--- src/rtl/xfer_pkg.sv ---
package xfer_pkg;
  localparam logic [3:0] OPC_CALL = 4'b0100;
  localparam logic [3:0] OPC_JUMP = 4'b1100;
  localparam logic [3:0] OPC_TRAP = 4'b1111;

  typedef enum logic {ST_IDLE, ST_WAIT} trap_st_e;

  typedef struct packed {
    logic is_trap;
    logic is_call;
    logic is_jump;
    logic rel_mode;
  } op_class_t;
endpackage

--- src/rtl/xfer_decode.sv ---
module xfer_decode
  import xfer_pkg::*;
#(
  parameter int XLEN   = 16,
  parameter int OFF_W  = 11,
  parameter int REG_AW = 3,
  parameter int VEC_W  = 8
) (
  input  logic [XLEN-1:0]   ir,
  input  logic [XLEN-1:0]   pc_inc,
  input  logic [XLEN-1:0]   rf_rdata,
  output op_class_t         cls,
  output logic [REG_AW-1:0] rf_raddr,
  output logic [XLEN-1:0]   target,
  output logic [VEC_W-1:0]  vec
);
  localparam int OPC_LSB  = XLEN - 4;
  localparam int BASE_LSB = 6;
  localparam int MODE_BIT = OFF_W;

  logic [3:0]      opc;
  logic [XLEN-1:0] offset_ext;

  always_comb begin
    opc          = ir[OPC_LSB +: 4];
    cls.is_trap  = (opc == OPC_TRAP);
    cls.is_call  = (opc == OPC_CALL);
    cls.is_jump  = (opc == OPC_JUMP);
    cls.rel_mode = cls.is_call & ir[MODE_BIT];
    rf_raddr     = ir[BASE_LSB +: REG_AW];
    vec          = ir[VEC_W-1:0];
    offset_ext   = {{(XLEN-OFF_W){ir[OFF_W-1]}}, ir[OFF_W-1:0]};
    target       = cls.rel_mode ? (pc_inc + offset_ext) : rf_rdata;
  end
endmodule

--- src/rtl/xfer_trap_fsm.sv ---
module xfer_trap_fsm
  import xfer_pkg::*;
#(
  parameter int XLEN  = 16,
  parameter int VEC_W = 8
) (
  input  logic            clk,
  input  logic            rst_n,
  input  logic            start,
  input  logic [VEC_W-1:0] vec,
  input  logic [XLEN-1:0] pc_inc,
  input  logic            mem_valid,
  output logic            mem_req,
  output logic [XLEN-1:0] mem_addr,
  output logic            busy,
  output logic            done,
  output logic [XLEN-1:0] saved_pc
);
  trap_st_e         st_q, st_d;
  logic [VEC_W-1:0] vec_q;
  logic [XLEN-1:0]  pc_q;
  logic             capture;

  always_comb begin
    st_d    = st_q;
    capture = 1'b0;
    done    = 1'b0;
    unique case (st_q)
      ST_IDLE: if (start) begin
        st_d    = ST_WAIT;
        capture = 1'b1;
      end
      ST_WAIT: if (mem_valid) begin
        st_d = ST_IDLE;
        done = 1'b1;
      end
      default: st_d = ST_IDLE;
    endcase
  end

  always_ff @(posedge clk or negedge rst_n) begin
    if (!rst_n) st_q <= ST_IDLE;
    else        st_q <= st_d;
  end

  always_ff @(posedge clk or negedge rst_n) begin
    if (!rst_n) begin
      vec_q <= '0;
      pc_q  <= '0;
    end else if (capture) begin
      vec_q <= vec;
      pc_q  <= pc_inc;
    end
  end

  always_comb begin
    busy     = (st_q == ST_WAIT);
    mem_req  = busy;
    mem_addr = {{(XLEN-VEC_W){1'b0}}, vec_q};
    saved_pc = pc_q;
  end

  AST_REQ_HELD: assert property (@(posedge clk) disable iff (!rst_n)
    mem_req && !mem_valid |=> mem_req);
  AST_ADDR_STABLE: assert property (@(posedge clk) disable iff (!rst_n)
    mem_req && !mem_valid |=> $stable(mem_addr));
  AST_RELEASE_AFTER_VALID: assert property (@(posedge clk) disable iff (!rst_n)
    mem_req && mem_valid |=> !mem_req);
endmodule

--- src/rtl/ctl_xfer_unit.sv ---
module ctl_xfer_unit
  import xfer_pkg::*;
#(
  parameter int XLEN   = 16,
  parameter int OFF_W  = 11,
  parameter int REG_AW = 3,
  parameter int VEC_W  = 8
) (
  input  logic              clk,
  input  logic              rst_n,
  input  logic              issue,
  input  logic [XLEN-1:0]   ir,
  input  logic [XLEN-1:0]   pc_inc,
  output logic [REG_AW-1:0] rf_raddr,
  input  logic [XLEN-1:0]   rf_rdata,
  output logic              mem_req,
  output logic [XLEN-1:0]   mem_addr,
  input  logic              mem_valid,
  input  logic [XLEN-1:0]   mem_rdata,
  output logic              busy,
  output logic              pc_load,
  output logic [XLEN-1:0]   pc_next,
  output logic              link_we,
  output logic [XLEN-1:0]   link_data
);
  op_class_t        cls;
  logic [XLEN-1:0]  target;
  logic [VEC_W-1:0] vec;
  logic             accept;
  logic             trap_start;
  logic             trap_done;
  logic [XLEN-1:0]  saved_pc;

  xfer_decode #(.XLEN(XLEN), .OFF_W(OFF_W), .REG_AW(REG_AW), .VEC_W(VEC_W)) u_dec (
    .ir       (ir),
    .pc_inc   (pc_inc),
    .rf_rdata (rf_rdata),
    .cls      (cls),
    .rf_raddr (rf_raddr),
    .target   (target),
    .vec      (vec)
  );

  always_comb begin
    accept     = issue & ~busy;
    trap_start = accept & cls.is_trap;
  end

  xfer_trap_fsm #(.XLEN(XLEN), .VEC_W(VEC_W)) u_trap (
    .clk       (clk),
    .rst_n     (rst_n),
    .start     (trap_start),
    .vec       (vec),
    .pc_inc    (pc_inc),
    .mem_valid (mem_valid),
    .mem_req   (mem_req),
    .mem_addr  (mem_addr),
    .busy      (busy),
    .done      (trap_done),
    .saved_pc  (saved_pc)
  );

  always_comb begin
    pc_load   = 1'b0;
    link_we   = 1'b0;
    pc_next   = target;
    link_data = pc_inc;
    if (trap_done) begin
      pc_load   = 1'b1;
      link_we   = 1'b1;
      pc_next   = mem_rdata;
      link_data = saved_pc;
    end else if (accept & (cls.is_call | cls.is_jump)) begin
      pc_load = 1'b1;
      link_we = cls.is_call;
    end
  end

  AST_TRAP_COMMIT: assert property (@(posedge clk) disable iff (!rst_n)
    busy && mem_valid |-> pc_load && link_we && (pc_next == mem_rdata));
  AST_QUIET_WHILE_BUSY: assert property (@(posedge clk) disable iff (!rst_n)
    busy && !mem_valid |-> !pc_load && !link_we);
  AST_LINK_NEEDS_LOAD: assert property (@(posedge clk) disable iff (!rst_n)
    link_we |-> pc_load);
  AST_IDLE_VALID_IGNORED: assert property (@(posedge clk) disable iff (!rst_n)
    !busy && !issue && mem_valid |=> !busy);
  AST_REQ_AFTER_TRAP: assert property (@(posedge clk) disable iff (!rst_n)
    !busy && issue && (ir[XLEN-1 -: 4] == OPC_TRAP) |=> mem_req);
endmodule

--- config.mk ---
export PLATFORM = sky130hd
export DESIGN_NAME = ctl_xfer_unit
export DESIGN_NICKNAME = d
export VERILOG_FILES = /design/src/rtl/xfer_pkg.sv /design/src/rtl/xfer_decode.sv /design/src/rtl/xfer_trap_fsm.sv /design/src/rtl/ctl_xfer_unit.sv
export SDC_FILE = /design/constraint.sdc
export NUM_CORES = 1
export LEC_CHECK = 0
export BUFFER_PORTS_ARGS = -buffer_cell sky130_fd_sc_hd__buf_2
export CORE_UTILIZATION = 30
export DETAILED_ROUTE_END_ITERATION = 10
export PLACE_DENSITY_LB_ADDON = 0.05
export SYNTH_ARGS = -nofsm -noshare
export SYNTH_HDL_FRONTEND = slang
export SYNTH_SLANG_ARGS = --single-unit
export TNS_END_PERCENT = 20
--- constraint.sdc ---
create_clock -name clk -period 3.16 [get_ports clk]
set_input_delay 0.632 -clock clk [delete_from_list [all_inputs] [get_ports clk]]
set_output_delay 0.632 -clock clk [all_outputs]
set_load 0.02 [all_outputs]
======== After elaboration in Yosys (flattened, before gate mapping) ========
Cells that the tools add are included.
word-level totals
  bits in registers ....................... 25
  bits of input ports ..................... 68
  output and inout port bits .............. 55
  logic and storage cells ................. 26
cells by class
  add/subtract/negate cells ............... 1
  eq/ne operators ......................... 3
  multiplexer cells ....................... 13
  bitwise operators ....................... 6
operator list
  cell                                                 number
  two-way mux 16 bit                                   3
  adder 16 bit                                         1
  two-way mux 1 bit                                    9
  equality test 4 bit, second input constant           2
  bitwise AND 1 bit                                    4
  equality test 4 x 3 -> 1 bit, second input constant  1
  case mux 1 bit (2 select lines)                      1
  inverter 1 bit                                       1
  OR 1 bit                                             1

======== Logic depth before layout (Yosys ltp) ========
  depth after elaboration ................. 5
  depth in mapped cells ................... 8
  gate-level depth less buffers ........... 8

======== By module ========
Synthesis repeated with hierarchy kept, for this count alone.
unflattened totals
  cell total of the unflattened synthesis .. 263
  area total of the unflattened synthesis .. 2746.4 sq um
modules (own cells, without submodules)
  module         instances  cells an instance  area an instance (sq um)  sequential area each (sq um)
  xfer_trap_fsm  1          66                 1096.1                    625.6
  xfer_decode    1          156                1079.8                    0.0
  ctl_xfer_unit  1          41                 570.5                     0.0

======== Worst setup path before layout ========
OpenSTA, ideal clock, no wires.
  kind .................................... input to output
  start point ............................. input port ir[0]
  end point ............................... output port pc_next[14]
  arrival time ............................ 2525 ps
  data required time ...................... 2528 ps
  slack ................................... 3 ps
  stages on the path ...................... 8
  path buffers ............................ 0
  cell sequence ........................... ha_1 > fa_1 > a21o_1 > a221oi_2 > nand2b_1 > a311oi_1 > mux2_4 > o21ai_2
between the ends
  longest elaborated chain between the ends .. 3
ends and longest elaborated chain
  element             line                 RTL
  from (decl)         ctl_xfer_unit.sv:12  input logic [XLEN-1:0] ir,
  adder 16 bit        xfer_decode.sv:33    target = cls.rel_mode ? (pc_inc + offset_ext) : rf_rdata;
  two-way mux 16 bit  xfer_decode.sv:33
  two-way mux 16 bit  ctl_xfer_unit.sv:68  if (trap_done) begin
  to (decl)           ctl_xfer_unit.sv:22  output logic [XLEN-1:0] pc_next,
Every way passes these cells.

======== Final worst setup path ========
  start point ............................. input port pc_inc[0]
  end point ............................... output port pc_next[14]
between the ends
  longest elaborated chain between the ends .. 3
ends and longest elaborated chain
  element             line                 RTL
  from (decl)         ctl_xfer_unit.sv:13  input logic [XLEN-1:0] pc_inc,
  adder 16 bit        xfer_decode.sv:33
  two-way mux 16 bit  xfer_decode.sv:33
  two-way mux 16 bit  ctl_xfer_unit.sv:68
Every way passes these cells.

==> reports/summary.md <==
The sequential fraction of the synthesis area was 26.9%. The power after layout is 1.14 mW, and the number of synthesized flops with an enable pin is 0. For met1 alone, demand over resource in global routing was 24.2%. The share of cells above drive strength 1 is 41.9%.

The run gives 491 as the number of nets in the finished design. The final instance area was 0.00320 mm^2; the highest achievable clock rate was 302 MHz. The commonest cells after synthesis are sky130_fd_sc_hd__nand2_1, sky130_fd_sc_hd__dfrtp_1, sky130_fd_sc_hd__a21oi_1. The run gives 791 as the fill cell instance count of the final layout. VDD sags by at most 0.152 mV. STA classifies the critical path endpoint as an output pin. For the pin with the worst max-slew slack, the measured transition is 0.598 ns.

The endpoint identified for the worst register-to-register timing path is u_trap.vec_q[5]. By area, the combinational part of the netlist is dominated by simple AND/OR/NAND/NOR gates. The via density per instance was 4.84; the violation count after the first detailed-routing iteration was 104. For this run, asynchronously set or reset flops after synthesis account for 100%. After global routing the overflow that remains totals 0. Sorting the synthesized cells by area gives the leading types as sky130_fd_sc_hd__dfrtp_1, sky130_fd_sc_hd__nand2_1, sky130_fd_sc_hd__mux2_2, sky130_fd_sc_hd__ha_1, sky130_fd_sc_hd__a21oi_1. In this run, synthesis produced a sequential element count of 25. The tools report the clock insertion delay at the later pin of the skew report as 0.28 ns. The initial core utilization was 31.6%.

The number of global-route vias before repair is 2308, and the count of cells along the worst register-to-register path is 3. For the worst setup path, the data required time is 2.53 ns. The synthesized netlist devotes 19.6% of its cell area to simple gates. Of the total synthesized cell area, the portion taken by full adders, half adders and majority gates is 8.92%. In the global route stage, met3 resource usage came out at 3.38%.

The tools report the final setup violation count as 4. At the worst endpoint, the arrival time is 2.68 ns. The worst min-delay path class is input port to asynchronous set/reset pin.

The global-route wire length before repair was 11.4 mm. The clock-pin slew on the worst setup and hold paths was 0.10 ns; the part of the cycle the worst path needs was 105%. Once placement finished, the instance area stood at 0.00305 mm^2.

The initial antenna violation count came out at 0. The number of antenna diodes in the final layout is 0. Before CTS, the worst setup slack after placement is -0.270 ns. Most utilized layer in the global route result: met2. The run gives 0 as the total of warnings raised by yosys.

Routability-driven placement finished with a final weighted congestion of 0.809. TritonCTS built the clock tree. After synthesis, the share of cell area in mux cells is 14.0%.

The area growth from synthesis to layout is 37.4%. Summing the areas of all compound-gate instances in the mapped netlist gives 19.4% of the synthesized area. The synthesized netlist devotes 4.14% of its cell area to XOR and XNOR gates. The commonest register cell after synthesis was sky130_fd_sc_hd__dfrtp_1. The critical path is of the input port to output pin type. The detailed-router iteration count before antenna repair was 4. The worst max-slew margin expressed relative to the limit was 60.2%. The mapped netlist covers 0.00233 mm^2. Summed over all instances, the cell type with the most area after synthesis is sky130_fd_sc_hd__dfrtp_1. The worst reg2reg path startpoint is u_trap.busy.

In this run the worst path has a maximum fanout of 3. The logs give -0.152 ns for the final worst slack and 7.05 mm for the total length of routed wires. Synthesis produced a netlist whose cell count is 285.

The logs give 27.2% for the met2 track demand over resource and 0 for the count of antenna-violating nets left after detailed routing. The run finished, with violations left. The pin count of the biggest net entering global routing is 29. Number of buffers created by CTS: 3. The setup slack on the worst flop-to-flop path was 1.64 ns.

Setup repair after global routing could not meet its margin everywhere. Most common cell in the synthesized netlist: sky130_fd_sc_hd__nand2_1. After detailed routing, the average wire length per cell comes to 14.0 um. In this run the count of I/O pins placed on the die edge is 123. The standard cell core area was 0.00737 mm^2. The final routed DRC violation total came out at 0.

For this design the static power due to leakage is 1.67 nW. For this run, the total global-route usage over all layers was measured as 17.1%. The checks that failed: negative setup slack. Dividing total power by cell area gives a power density of 357 mW/mm^2. For the max-capacitance violation count, the log shows 0. In this run the tool buffered the top-level ports with 114 buffer cells. The total number of placement rows is 31, and the HPWL after detailed placement is 5.45 mm. The average instance in the mapped netlist occupies 8.17 um^2. The run gives 0 as the number of max-slew violations in the final report.

The logs give 0 for the hold violation count in the final report and 25 for the number of clock sinks seen by CTS. CTS placed an instance of sky130_fd_sc_hd__clkbuf_8 at the clock tree root. The routed design could run at a clock period as short as 3.31 ns. For the buffer depth of the longest clock path, the log shows 2. Die area: 0.00811 mm^2. Startpoint kind of the worst setup timing path: an input port.

The routed layout has 2443 vias. Synthesis instantiated 49 different standard cells from the library. The tools report the maximum level of the CTS H-tree as 1. The share of the synthesized area in the top cell type works out to 26.9%. For the final database, setup skew stands at 0.00438 ns. The die outline width was 90.1 um; the hold buffer count at CTS was 0.

The y dimension of the die works out to 90.1 um.
metal layers:
layer,wire length (um),vias to the layer above
li1,-,1239
met1,3420,1116
met2,3180,84
met3,396,4
met4,49,0
met5,0,-
final cells by class:
class                           count  area (um^2)  share of cell area, %
Multi-Input combinational cell    237         1630                   50.9
Clock inverter                      1         5.00                  0.157
Timing Repair Buffer              134          752                   23.5
Inverter                            6         22.5                  0.705
Sequential cell                    25          626                   19.6
Tap cell                           99          124                   3.87
Clock buffer                        3         41.3                   1.29
worst max-delay path, stage by stage:
cell,delay [ns]
sky130_fd_sc_hd__buf_8,0.10
sky130_fd_sc_hd__ha_4,0.15
sky130_fd_sc_hd__fa_2,0.34
sky130_fd_sc_hd__a21o_1,0.21
sky130_fd_sc_hd__a221oi_2,0.30
sky130_fd_sc_hd__nand2b_4,0.22
sky130_fd_sc_hd__a311oi_2,0.12
sky130_fd_sc_hd__mux2_4,0.33
sky130_fd_sc_hd__o21ai_2,0.13
sky130_fd_sc_hd__buf_6,0.14
layout by cell type (no fill, tap or decap), types with 6 or more instances in the layout:
master,Yosys,final
sky130_fd_sc_hd__a21o_1,7,7
sky130_fd_sc_hd__a21oi_1,22,22
sky130_fd_sc_hd__buf_2,2,109
sky130_fd_sc_hd__buf_4,12,21
sky130_fd_sc_hd__conb_1,1,8
sky130_fd_sc_hd__dfrtp_1,25,25
sky130_fd_sc_hd__ha_1,15,14
sky130_fd_sc_hd__inv_1,6,6
sky130_fd_sc_hd__mux2_2,19,19
sky130_fd_sc_hd__nand2_1,63,63
sky130_fd_sc_hd__nor2_1,14,14
sky130_fd_sc_hd__o21ai_0,13,13
sky130_fd_sc_hd__xnor2_1,6,6
kinds of logic after synthesis:
kind of cell               count (synthesis)
AOI/OAI and AO/OA                         71
xor gates and xnor gates                  11
adders and majority gates                 16
buffers and inverters                     30
DFF                                       25
muxes                                     29
other                                      1
and+or+nand+nor                          102
through the flow:
stage | cells | setup TNS (ns) | hold slack [ns] | util [%]
finish | 505 | -0.358 | 0.347 | 43.4
global route | 505 | -0.958 | 0.384 | 43.4
CTS | 503 | -0.414 | 0.377 | 42.7
detailed placement | 499 | -0.966 | 0.479 | 41.4
global placement | 499 | -0.740 | 0.469 | 41.4
floorplan | 292 | 0 | 0.336 | -
repair_timing:
action | in CTS | in global routing
pin swaps | 5 | 7
setup buffers | 0 | 2
gates resized for setup | 10 | 9
endpoints found under the setup margin | 8 | 7
where the power goes:
| group | internal (mW) | switching, mW |
|---|---|---|
| Combinational | 0.233 | 0.277 |
| Clock | 0.0887 | 0.117 |
| Sequential | 0.393 | 0.0346 |
flip-flops by register name (all words and copies together) (netlist names):
| signal | flops |
|---|---|
| u_trap.saved_pc | 16 |
| u_trap.busy | 1 |
| u_trap.vec_q | 8 |
worst max path at each step:
stage	startpoint	slack, ns	depth (start not counted)	endpoint
5_1_grt	pc_inc[0]	-0.24	10	pc_next[12]
6_report	pc_inc[0]	-0.15	10	pc_next[14]
3_3_place_gp	ir[0]	-0.24	10	pc_next[14]
3_5_place_dp	ir[0]	-0.27	10	pc_next[12]
4_1_cts	pc_inc[0]	-0.17	10	pc_next[14]
2_1_floorplan	ir[0]	0.003	8	pc_next[14]
Power figures use the tool's default switching activity.
